### config.mk
export PLATFORM = sky130hd
export DESIGN_NAME = lnkpwr_mgr
export DESIGN_NICKNAME = d
export VERILOG_FILES = /design/src/rtl/lnkpwr_pkg.sv /design/src/rtl/lnkpwr_poll_timer.sv /design/src/rtl/lnkpwr_idle_filter.sv /design/src/rtl/lnkpwr_fsm.sv /design/src/rtl/lnkpwr_mgr.sv
export SDC_FILE = /design/constraint.sdc
export NUM_CORES = 1
export LEC_CHECK = 0
export BUFFER_PORTS_ARGS = -buffer_cell sky130_fd_sc_hd__buf_4
export CELL_PAD_IN_SITES_DETAIL_PLACEMENT = 2
export CELL_PAD_IN_SITES_GLOBAL_PLACEMENT = 2
export CORE_ASPECT_RATIO = 0.75
export CORE_MARGIN = 2
export CORE_UTILIZATION = 30
export CTS_BUF_LIST = sky130_fd_sc_hd__clkbuf_8
export CTS_CLUSTER_SIZE = 25
export DETAILED_ROUTE_END_ITERATION = 12
export PLACE_DENSITY = 0.76
export SLEW_MARGIN = 20
export SYNTH_ARGS = -nofsm -noshare
export SYNTH_HDL_FRONTEND = slang
export SYNTH_SLANG_ARGS = --single-unit
### constraint.sdc
create_clock -name clk -period 1.9 [get_ports clk]
set_input_delay 0.19 -clock clk [delete_from_list [all_inputs] [get_ports clk]]
set_output_delay 0.19 -clock clk [all_outputs]
set_load 0.01 [all_outputs]
### src/rtl/lnkpwr_pkg.sv
package lnkpwr_pkg;

    typedef enum logic [1:0] {
        PS_OFF    = 2'd0,
        PS_RXDET  = 2'd1,
        PS_U23    = 2'd2,
        PS_ACTIVE = 2'd3
    } pwr_st_e;

    typedef struct packed {
        logic rx;
        logic tx;
        logic sq;
        logic rterm;
        logic cm;
        logic poll;
    } pwr_en_t;

    function automatic pwr_en_t en_of(pwr_st_e s);
        pwr_en_t e;
        e = '0;
        case (s)
            PS_RXDET:  e.poll = 1'b1;
            PS_U23:    begin e.sq = 1'b1; e.rterm = 1'b1; e.cm = 1'b1; e.poll = 1'b1; end
            PS_ACTIVE: begin e.rx = 1'b1; e.tx = 1'b1; e.sq = 1'b1; e.rterm = 1'b1; e.cm = 1'b1; end
            default:   e = '0;
        endcase
        return e;
    endfunction

    function automatic logic is_polling(pwr_st_e s);
        return (s == PS_RXDET) || (s == PS_U23);
    endfunction

endpackage

### src/rtl/lnkpwr_poll_timer.sv
module lnkpwr_poll_timer #(
    parameter int POLL_CYC = 64
) (
    input  logic clk,
    input  logic rst,
    input  logic cur_poll,
    input  logic nxt_poll,
    input  logic det_done,
    output logic det_req,
    output logic res_ok
);
    localparam int PCW = (POLL_CYC > 2) ? $clog2(POLL_CYC) : 1;
    localparam logic [PCW-1:0] P_LAST = PCW'(POLL_CYC - 1);

    logic [PCW-1:0] cnt;
    logic           pending;

    assign res_ok = pending && det_done && cur_poll;

    always_ff @(posedge clk) begin
        if (rst || !cur_poll || !nxt_poll) begin
            cnt     <= '0;
            pending <= 1'b0;
            det_req <= 1'b0;
        end else begin
            det_req <= 1'b0;
            if (pending) begin
                if (det_done) pending <= 1'b0;
            end else if (cnt == P_LAST) begin
                cnt     <= '0;
                pending <= 1'b1;
                det_req <= 1'b1;
            end else begin
                cnt <= cnt + 1'b1;
            end
        end
    end
endmodule

### src/rtl/lnkpwr_idle_filter.sv
module lnkpwr_idle_filter #(
    parameter int IDLE_CYC = 32
) (
    input  logic clk,
    input  logic rst,
    input  logic armed,
    input  logic sq_idle,
    output logic idle_hit
);
    localparam int ICW = (IDLE_CYC > 2) ? $clog2(IDLE_CYC) : 1;
    localparam logic [ICW-1:0] I_LAST = ICW'(IDLE_CYC - 1);

    logic [ICW-1:0] run_len;

    assign idle_hit = armed && sq_idle && (run_len == I_LAST);

    always_ff @(posedge clk) begin
        if (rst || !armed || !sq_idle) begin
            run_len <= '0;
        end else if (run_len != I_LAST) begin
            run_len <= run_len + 1'b1;
        end
    end
endmodule

### src/rtl/lnkpwr_fsm.sv
module lnkpwr_fsm
    import lnkpwr_pkg::*;
(
    input  logic    clk,
    input  logic    rst,
    input  logic    usb_en,
    input  logic    lfps_det,
    input  logic    det_found,
    input  logic    res_ok,
    input  logic    idle_hit,
    output pwr_st_e st,
    output pwr_st_e st_nxt
);
    always_comb begin
        st_nxt = st;
        if (!usb_en) begin
            st_nxt = PS_OFF;
        end else begin
            case (st)
                PS_OFF:    st_nxt = PS_RXDET;
                PS_RXDET:  if (res_ok && det_found) st_nxt = PS_ACTIVE;
                PS_ACTIVE: if (idle_hit) st_nxt = PS_U23;
                PS_U23: begin
                    if (lfps_det)                    st_nxt = PS_ACTIVE;
                    else if (res_ok && !det_found)   st_nxt = PS_RXDET;
                end
                default:   st_nxt = PS_OFF;
            endcase
        end
    end

    always_ff @(posedge clk) begin
        if (rst) st <= PS_OFF;
        else     st <= st_nxt;
    end
endmodule

### src/rtl/lnkpwr_mgr.sv
module lnkpwr_mgr
    import lnkpwr_pkg::*;
#(
    parameter int POLL_CYC = 64,
    parameter int IDLE_CYC = 32
) (
    input  logic       clk,
    input  logic       rst,
    input  logic       usb_en,
    input  logic       sq_idle,
    input  logic       lfps_det,
    input  logic       det_done,
    input  logic       det_found,
    output logic       det_req,
    output logic       rx_path_en,
    output logic       tx_path_en,
    output logic       squelch_en,
    output logic       rterm_en,
    output logic       cm_hold_en,
    output logic       poll_en,
    output logic [1:0] link_state
);
    pwr_st_e st;
    pwr_st_e st_nxt;
    logic    res_ok;
    logic    idle_hit;
    logic    cur_poll;
    logic    nxt_poll;
    logic    in_active;
    pwr_en_t en;

    assign cur_poll  = is_polling(st);
    assign nxt_poll  = is_polling(st_nxt);
    assign in_active = (st == PS_ACTIVE);

    lnkpwr_fsm u_fsm (
        .clk       (clk),
        .rst       (rst),
        .usb_en    (usb_en),
        .lfps_det  (lfps_det),
        .det_found (det_found),
        .res_ok    (res_ok),
        .idle_hit  (idle_hit),
        .st        (st),
        .st_nxt    (st_nxt)
    );

    lnkpwr_poll_timer #(.POLL_CYC(POLL_CYC)) u_poll (
        .clk      (clk),
        .rst      (rst),
        .cur_poll (cur_poll),
        .nxt_poll (nxt_poll),
        .det_done (det_done),
        .det_req  (det_req),
        .res_ok   (res_ok)
    );

    lnkpwr_idle_filter #(.IDLE_CYC(IDLE_CYC)) u_idle (
        .clk      (clk),
        .rst      (rst),
        .armed    (in_active),
        .sq_idle  (sq_idle),
        .idle_hit (idle_hit)
    );

    assign en         = en_of(st);
    assign rx_path_en = en.rx;
    assign tx_path_en = en.tx;
    assign squelch_en = en.sq;
    assign rterm_en   = en.rterm;
    assign cm_hold_en = en.cm;
    assign poll_en    = en.poll;
    assign link_state = st;
endmodule

==> results of run 1 <==
what timing repair did:
item,CTS,global route
buffers inserted,3,1
pin swaps,1,8
endpoints found under the setup margin,8,8
resized for setup,6,18
cloned,0,0
cell usage in the layout (no fill, tap or decap), types with 2 or more instances in the layout:
master	Yosys	final
a21oi_1	2	2
ha_1	8	3
nand3_1	2	2
ha_4	0	2
buf_4	3	26
dfxtp_2	0	3
nor3_2	0	4
nor2_1	10	10
clkbuf_8	0	3
inv_1	4	2
mux2i_1	3	3
nand2_1	5	5
nand4b_1	2	2
dfxtp_1	15	11
nor2b_1	2	2
xor2_1	4	4
nor4_4	0	2
xnor2_1	3	3
ha_2	0	3
layout make-up:
cell class | count | area [µm²] | area share, %
multi-input combinational | 66 | 599.3 | 49.48
sequential | 15 | 307.8 | 25.41
timing repair buffer | 26 | 195.2 | 16.12
tap | 36 | 45.04 | 3.719
clock buffer | 3 | 41.29 | 3.409
inverter | 4 | 17.52 | 1.446
clock inverter | 1 | 5.005 | 0.4132
layer usage:
metal	wire [µm]	track usage, %
met5	0	0
met2	1194	26.29
met4	40	2.128
met1	1173	21.57
met3	95	5.023
flip-flops by register name (all words and copies together), names as in the netlist:
register and flops:
u_poll.cnt 6, u_idle.run_len 5, u_fsm.st 2, u_poll.det_req 1, u_poll.pending 1
worst register-to-register path, stage by stage (launching register included):
cell and delay (ps):
dfxtp_4 360, inv_4 40, ha_4 270, nand4b_1 180
a32oi_2 260, a211o_1 180, mux2_4 390, nor4_4 150
logic make-up after synthesis:
family          share of synthesized area (%)
simple gates                            22.22
flops                                   36.04
compound gates                          10.51
buf+inv                                 6.455
fa+ha+maj                               12.01
xor+xnor                                7.358
mux                                     5.405
worst max path at each step:
stage	endpoint	slack, ps	cells after the start
after global placement	u_poll.cnt[3]$_SDFFE_PP0N_	-50	8
after global routing	u_poll.cnt[5]$_SDFFE_PP0N_	-110	7
final	u_poll.cnt[5]$_SDFFE_PP0N_	-20	7
after detailed placement	u_poll.cnt[5]$_SDFFE_PP0N_	-170	8
after CTS	u_poll.cnt[4]$_SDFFE_PP0N_	-10	7
after floorplan	u_poll.cnt[5]$_SDFFE_PP0N_	30	9
where the power goes:
part           leakage [nW]  total, mW  internal [mW]  switching, mW
registers             0.123      0.317          0.315        0.00153
clock network        0.0255      0.257          0.145          0.112
logic                 0.330     0.0624         0.0303         0.0321
metrics by stage:
stage | hold slack, ps | setup TNS (ps) | cell area (µm²) | total power [mW] | setup WS, ps
after global placement | 394.4 | -150.1 | 1022 | 0.3695 | -51.07
after CTS | 140.3 | -19.28 | 1115 | 0.6408 | -11.25
after detailed placement | 400.0 | -576.6 | 1022 | 0.3709 | -168.5
after floorplan | 252.7 | 0 | 859.6 | 0.3469 | 29.13
final | 140.5 | -35.08 | 1211 | 0.6361 | -19.20
after global routing | 150.8 | -768.5 | 1211 | 0.6678 | -109.9
==> results.toml, run 1 <==
[setup_path]
critical_path_class = "flip-flop to flip-flop"
crit_chain = "inv_4 -> ha_4 -> nand4b_1 -> a32oi_2 -> a211o_1 -> mux2_4 -> nor4_4"
cp_top_family = "compound AO/OA/AOI/OAI gates"
r2r_cells = 7
arrival_ps = 2080
worstSetupEndpointType = "flip-flop"
r2r-end = "u_poll.cnt[5]$_SDFFE_PP0N_"
cp_data_required_time_ps = 2060
cp_max_fo = 8
path_buf_inv = 1
crit_slowest_cell = "mux2_4"
crit_start = "u_fsm.st[1]$_SDFF_PP0_"
reg2reg_slack_ps = -20
r2r_start = "u_fsm.st[1]$_SDFF_PP0_"
critPathMaxStageDelay_ps = 390
start_kind = "flip-flop"

[die]
initial_core_util_pct = 31.77
core_region_area_mm2 = 0.002623
num_io_pins = 16
die_h_um = 49.64
rows = 16
die_x_um = 64.86
die_area_mm2 = 0.003219

[yosys]
async_flop_share_pct = 0
syn-cell-area_um2 = 833.3
synth_top_area_share_pct = 36.04
syn_nets = 105
ys_seq_elements = 15
yosysMostFrequentCell = "dfxtp_1"
yosysWarningCount = 0
yosysSeqAreaShare_pct = 36.04
synth.area.top_cells = "dfxtp_1 36%, ha_1 12%, nor2_1 4.5%"
syn_avg_cell_area_um2 = 9.259
synth_edf_count = 0
synth_top_area_cell = "dfxtp_1"
synth_common_cells = "15 x dfxtp_1, 10 x nor2_1, 8 x ha_1"
ys_types = 35
synth_flop_cell = "dfxtp_1"
syn_inst = 90

[hold_path]
hp-class = "primary input to flip-flop"
min-delay-start = "rst"
hold_depth = 2
worstHoldEndpoint = "u_fsm.st[1]$_SDFF_PP0_"

[power_and_ir_drop]
power.leakage_nw = 0.4787
ir_worst_vdd_mv = 0.3522
cellPowerDensity_mw_per_mm2 = 525.2

[global_route]
grt_pass1_vias = 783
grt_max_degree = 10
antenna_found_initial = 0
overflow = 0
grt_pass1_wl_um = 3912
track_usage_pct = 16.17

[timing]
fmax_mhz = 521.1
slew_violations = 0
relSlewSlack_pct = 69.01
worstMarginPinSlew_ps = 464.9
hold_viol = 0
setup_viol = 2
fin_crit_sh_pct = 101.0
min_period_ps = 1919
fin_ws_ps = -19.20
rsz0062_at_grt = "yes"
skew_ps = 1.843

[clocking]
h-tree-depth = 1
root_buffer = "clkbuf_8"
cts_buffers = 3
cts_tree = "yes"
clockBufferDepth = 2
clk-insertion-delay-late_ps = 240
cts_hold_buf = 0
cts.clk_slew.worst_paths_ps = 60
cts_sinks = 15

[placement]
io_buffers = 15
dp_hpwl_um = 1620
gp_congestion = 0.7568
dp_cells = 143

[run_status]
status = "finished, violations left"
violations = "negative setup slack"

[cells_and_area]
finalNetCount = 131
final_cells = 151
fillers = 280
layout-drive-gt1-share_pct = 47.83
syn_to_final_growth_pct = 45.35
antenna_cells = 0
final_util_pct = 46.18

[route]
wire_per_inst_um = 16.58
drt-total-wl_um = 2504
route.detailed.drc = 0
viasPerCell = 4.907
vias = 741
drt_pass1_iterations = 4
final_antenna_net_count = 0
initialDrtViolationCount = 13

[flow_run]
drv_cap = 0
No activity file was read; power rests on OpenSTA's default activity.
==> run 2: changes to the inputs <==
ABC_AREA = 1   (was default)
CORE_UTILIZATION = 28   (was 30)
PLACE_DENSITY = default   (was 0.76)
PLACE_DENSITY_LB_ADDON = 0.1   (was default)
==> run 2 against run 1 <==
  * The run now ends clean
  * Global-route usage decreased by 2.5 points
  * Synthesized cell count rose by 34%
  * Register-to-register slack better by 210 ps
  * Total power down 3.3%
  * Sequential power about the same
  * Worst hold slack worse by 16 ps
  * Critical path depth increased by 2
  * Maximum frequency grew 13%
  * Critical path type unchanged
  * Largest cell class unchanged
==> results.toml, run 2 <==
[setup_path]
cp_max_fo = 8
cp_top_family = "simple AND/OR/NAND/NOR gates"
arrival_ps = 1850
start_kind = "flip-flop"
crit_slowest_cell = "dfxtp_2"
path_buf_inv = 1
critPathMaxStageDelay_ps = 380
cp_data_required_time_ps = 2040
cp_common_cell = "nand2_1"
worstSetupEndpointType = "flip-flop"
critical_path_class = "flip-flop to flip-flop"
crit_chain = "inv_1 -> ha_4 -> nand4_1 -> a21boi_0 -> nand2_1 -> nand2_1 -> nand2_2 -> nand3_4 -> nor2_1"

[power_and_ir_drop]
combPwrFrac_pct = 6.8
power_switching_share_pct = 21.92
ir_worst_vdd_mv = 0.2487
finalPower_uw = 614.8
p_seq_share_pct = 51.6
p_int_uw = 480.0
cellPowerDensity_mw_per_mm2 = 559.7
power.leakage_nw = 0.4942
pwr-share-clk_pct = 41.6
p_sw_uw = 134.8

[yosys]
yosysSeqAreaShare_pct = 34.04
syn_inst = 121
syn_nets = 136
synth_top_area_cell = "dfxtp_1"
async_flop_share_pct = 0
synth_edf_count = 0
synth_top_area_share_pct = 34.04
synth_flop_cell = "dfxtp_1"
syn_avg_cell_area_um2 = 7.290
ys_seq_elements = 15
synth_common_cells = "24 x nand2_1, 20 x inv_1, 17 x nor2_1"
yosysWarningCount = 0
synth.area.top_cells = "dfxtp_1 34%, ha_1 11%, nand2_1 10%"
yosysMostFrequentCell = "nand2_1"
syn-cell-area_um2 = 882.1
ys_types = 21

[cells_and_area]
largest-register = "u_poll.cnt"
final_cell_mix = "24 x nand2_1, 21 x inv_1, 18 x buf_4, 17 x nor2_1, 13 x dfxtp_1"
fillers = 354
syn_to_final_growth_pct = 24.54
layout-drive-gt1-share_pct = 23.02
antenna_cells = 0
reg_top3 = "u_poll.cnt (6), u_idle.run_len (5), u_fsm.st (2)"
layout.area.seq_um2 = 302.8
finalNetCount = 155
multi_input_comb_area_um2 = 493.0
largest_reg_flops = 6
final_common_cell = "nand2_1"

[route]
viasPerCell = 4.492
initialDrtViolationCount = 11
drt-total-wl_um = 2144
route.detailed.drc = 0
vias = 795
final_antenna_net_count = 0
drt_pass1_iterations = 2
wire_per_inst_um = 12.11

[timing]
relSlewSlack_pct = 74.23
fin_crit_sh_pct = 89.76
setup_viol = 0
min_period_ps = 1706
fmax_mhz = 586.3
fin_ws_ps = 194.5
skew_ps = 2.642
setup_tns_ps = 0
rsz0062_at_grt = "no"
worstMarginPinSlew_ps = 383.6
slew_violations = 0
hold_viol = 0

[global_route]
grt_pass1_vias = 829
antenna_found_initial = 0
track_usage_pct = 13.66
grt_pass1_wl_um = 3657
grt_max_degree = 9
overflow = 0

[die]
die_x_um = 68.81
initial_core_util_pct = 29.62
die_area_mm2 = 0.003620
die_h_um = 52.61
core_region_area_mm2 = 0.002978
rows = 17
num_io_pins = 16

[clocking]
clk-insertion-delay-late_ps = 250
cts_buffers = 3
cts_sinks = 15
cts_tree = "yes"
cts.clk_slew.worst_paths_ps = 60
clockBufferDepth = 2
h-tree-depth = 1
root_buffer = "clkbuf_8"

[placement]
io_buffers = 15
gp_congestion = 0.7641
dp_hpwl_um = 1741
dp_slack_ps = 55.25

[flow_run]
drv_cap = 0

[run_status]
status = "completed"

[hold_path]
hp-class = "primary input to flip-flop"
-- run 2: worst paths after layout --
check	start	to	slack, ps	cells after the start
worst max-delay path	u_fsm.st[1]$_SDFF_PP0_	u_poll.cnt[3]$_SDFFE_PP0N_	190	9
worst min-delay path	rst	u_fsm.st[1]$_SDFF_PP0_	120	2
worst max register to register	u_fsm.st[1]$_SDFF_PP0_	u_poll.cnt[3]$_SDFFE_PP0N_	190	9
worst min register to register	u_idle.run_len[3]$_SDFFE_PP0N_	u_idle.run_len[3]$_SDFFE_PP0N_	500	2
-- run 2: cell families after synthesis --
kind of cell	Yosys count	synth area share [%]
adders and majority gates	8	11.35
DFF	15	34.04
buffers and inverters	24	12.34
muxes	1	1.135
AOI/OAI and AO/OA	12	7.376
xor gates and xnor gates	4	3.971
and+or+nand+nor	57	29.79
-- run 2: area by class of cell --
type / count / share of cell area (%)
flip-flops and latches: 15 / 27.56
clock inverters: 1 / 0.3417
clock buffers: 3 / 3.759
well taps: 38 / 4.328
multi-input cells: 82 / 44.87
repair buffers: 18 / 12.30
inverters: 20 / 6.834
-- run 2: metrics by stage --
step | util, % | hold WS [ps] | cells | instance area, µm²
after floorplan | - | 262.4 | 121 | 882.1
after global placement | 34.62 | 390.2 | 173 | 1031
after detailed placement | 34.62 | 392.8 | 173 | 1031
after CTS | 36.13 | 125.9 | 177 | 1076
after global routing | 36.89 | 132.1 | 177 | 1099
final | 36.89 | 125.0 | 177 | 1099
-- run 2: timing repair --
action,in CTS,in global routing
setup buffers,0,0
resized for setup,0,5
hold buffers,0,0
endpoints found under the setup margin,0,8
-- run 2: per-layer routing --
layer / global-route usage (%) / routed length, µm / up-vias
li1: - / - / 407
met1: 16.65 / 994 / 372
met2: 22.76 / 1019 / 12
met3: 3.226 / 88 / 4
met4: 5.882 / 41 / 0
met5: 0 / 0 / -
-- run 2: power by group through the flow --
stage | registers (mW) | logic [mW] | clock network (mW)
after floorplan | 0.326 | 0.0160 | 0
after global placement | 0.324 | 0.0385 | 0
after detailed placement | 0.325 | 0.0397 | 0
after CTS | 0.318 | 0.0400 | 0.267
after global routing | 0.317 | 0.0472 | 0.283
final | 0.318 | 0.0417 | 0.256
==> run 3: changes to the inputs <==
RECOVER_POWER = 100   (was default)
==> run 3 against run 2 <==
  * Cell count is the same
  * Maximum frequency down 0.46%
  * Sequential power about the same
  * Sequential share of layout area grew 0.81 points
  * Cell area is 2.8% lower
  * Via count stayed put
  * Non-clock buffer count unchanged
  * Setup slack worse by 7.8 ps
==> results.toml, run 3 (synthesis results as in run 2) <==
[global_route]
grt_max_degree = 9
antenna_found_initial = 0
grt_pass1_vias = 829
track_usage_pct = 13.66
grt_pass1_wl_um = 3657
overflow = 0

[setup_path]
critPathMaxStageDelay_ps = 380
path_buf_inv = 1
start_kind = "flip-flop"
cp_data_required_time_ps = 2040
reg2reg_slack_ps = 190
crit_chain = "inv_1 -> ha_4 -> nand4_1 -> a21boi_0 -> nand2_1 -> nand2_1 -> nand2_1 -> nand3_4 -> nor2_1"
cp_top_family = "simple AND/OR/NAND/NOR gates"
critical_path_class = "flip-flop to flip-flop"
crit_slowest_cell = "dfxtp_2"
worstSetupEndpointType = "flip-flop"
cp_max_fo = 8
arrival_ps = 1850
cp_common_cell = "nand2_1"

[cells_and_area]
antenna_cells = 0
largest-register = "u_poll.cnt"
final_cells = 177
finalNetCount = 155
syn_to_final_growth_pct = 20.99
layout-drive-gt1-share_pct = 16.55
final_cell_mix = "25 x nand2_1, 21 x inv_1, 17 x nor2_1, 13 x dfxtp_1, 11 x buf_4"
largest_reg_flops = 6
final_common_cell = "nand2_1"
finalInstanceArea_mm2 = 0.001067
reg_top3 = "u_poll.cnt (6), u_idle.run_len (5), u_fsm.st (2)"
final_util_pct = 35.84

[timing]
setup_tns_ps = 0
min_period_ps = 1713
fmax_mhz = 583.7
worstMarginPinSlew_ps = 383.6
skew_ps = 2.646
rsz0062_at_grt = "no"
relSlewSlack_pct = 74.23
fin_ws_ps = 186.7
slew_violations = 0
setup_viol = 0
fin_hold_ws_ps = 124.4
hold_viol = 0
fin_crit_sh_pct = 90.18

[clocking]
h-tree-depth = 1
cts_tree = "yes"
cts_buffers = 3
cts_sinks = 15
root_buffer = "clkbuf_8"
post_cts_buffers = 0
clockBufferDepth = 2
clk-insertion-delay-late_ps = 250
cts.clk_slew.worst_paths_ps = 60

[run_status]
status = "completed"

[die]
core_region_area_mm2 = 0.002978
initial_core_util_pct = 29.62
num_io_pins = 16
die_area_mm2 = 0.003620
die_x_um = 68.81
die_h_um = 52.61
rows = 17

[route]
final_antenna_net_count = 0
viasPerCell = 4.492
drt_pass1_iterations = 2
drt-total-wl_um = 2144
wire_per_inst_um = 12.11
vias = 795
initialDrtViolationCount = 8
route.detailed.drc = 0

[placement]
io_buffers = 15
placed_cell_area_mm2 = 0.001031
dp_cells = 173
dp_hpwl_um = 1741
gp_congestion = 0.7641
dp_slack_ps = 55.25

[power_and_ir_drop]
power.leakage_nw = 0.4678
cellPowerDensity_mw_per_mm2 = 574.5
finalPower_uw = 613.1
ir_worst_vdd_mv = 0.2487

[hold_path]
hp-class = "primary input to flip-flop"

[flow_run]
drv_cap = 0
## run 3: changes by cell type in the layout (fill, tap and decap cells not counted)
cell,previous run,this run
buf_4,18,11
ha_2,1,0
ha_1,6,7
clkbuf_1,0,7
nand2_2,1,0
nand2_1,24,25
## run 3: where the power goes
part / switching [mW] / internal, mW / total (mW) / leakage (nW)
Combinational: 0.0208 / 0.0193 / 0.0401 / 0.319
Clock: 0.113 / 0.143 / 0.256 / 0.0269
Sequential: 0.00118 / 0.316 / 0.317 / 0.122
## run 3: layout make-up
class	count	area [µm²]
Clock inverter	1	3.754
Inverter	20	75.07
Timing Repair Buffer	18	108.9
Fill cell	363	1911
Tap cell	38	47.55
Clock buffer	3	41.29
Sequential cell	15	302.8
Multi-Input combinational cell	82	488.0
## run 3: final timing paths
check / start / to / depth (start not counted)
hold reg to reg: u_idle.run_len[3]$_SDFFE_PP0N_ / u_idle.run_len[3]$_SDFFE_PP0N_ / 2
setup reg to reg: u_fsm.st[1]$_SDFF_PP0_ / u_poll.cnt[3]$_SDFFE_PP0N_ / 9
setup / recovery: u_fsm.st[1]$_SDFF_PP0_ / u_poll.cnt[3]$_SDFFE_PP0N_ / 9
hold / removal: rst / u_fsm.st[1]$_SDFF_PP0_ / 2
## run 3: layer usage
layer  wire length [µm]  vias to the layer above  global-route usage [%]  share of wire, %
met2               1018                       12                   22.76                47
li1                   -                      407                       -                 -
met1                992                      372                   16.65                46
met3                 91                        4                   3.226               4.2
met4                 41                        0                   5.882               1.9
met5                  0                        -                       0                 0
## run 3: timing repair
| action | in CTS | in global routing |
|---|---|---|
| resized for setup | 0 | 5 |
| setup endpoints to repair | 0 | 8 |
| hold buffers | 0 | 0 |
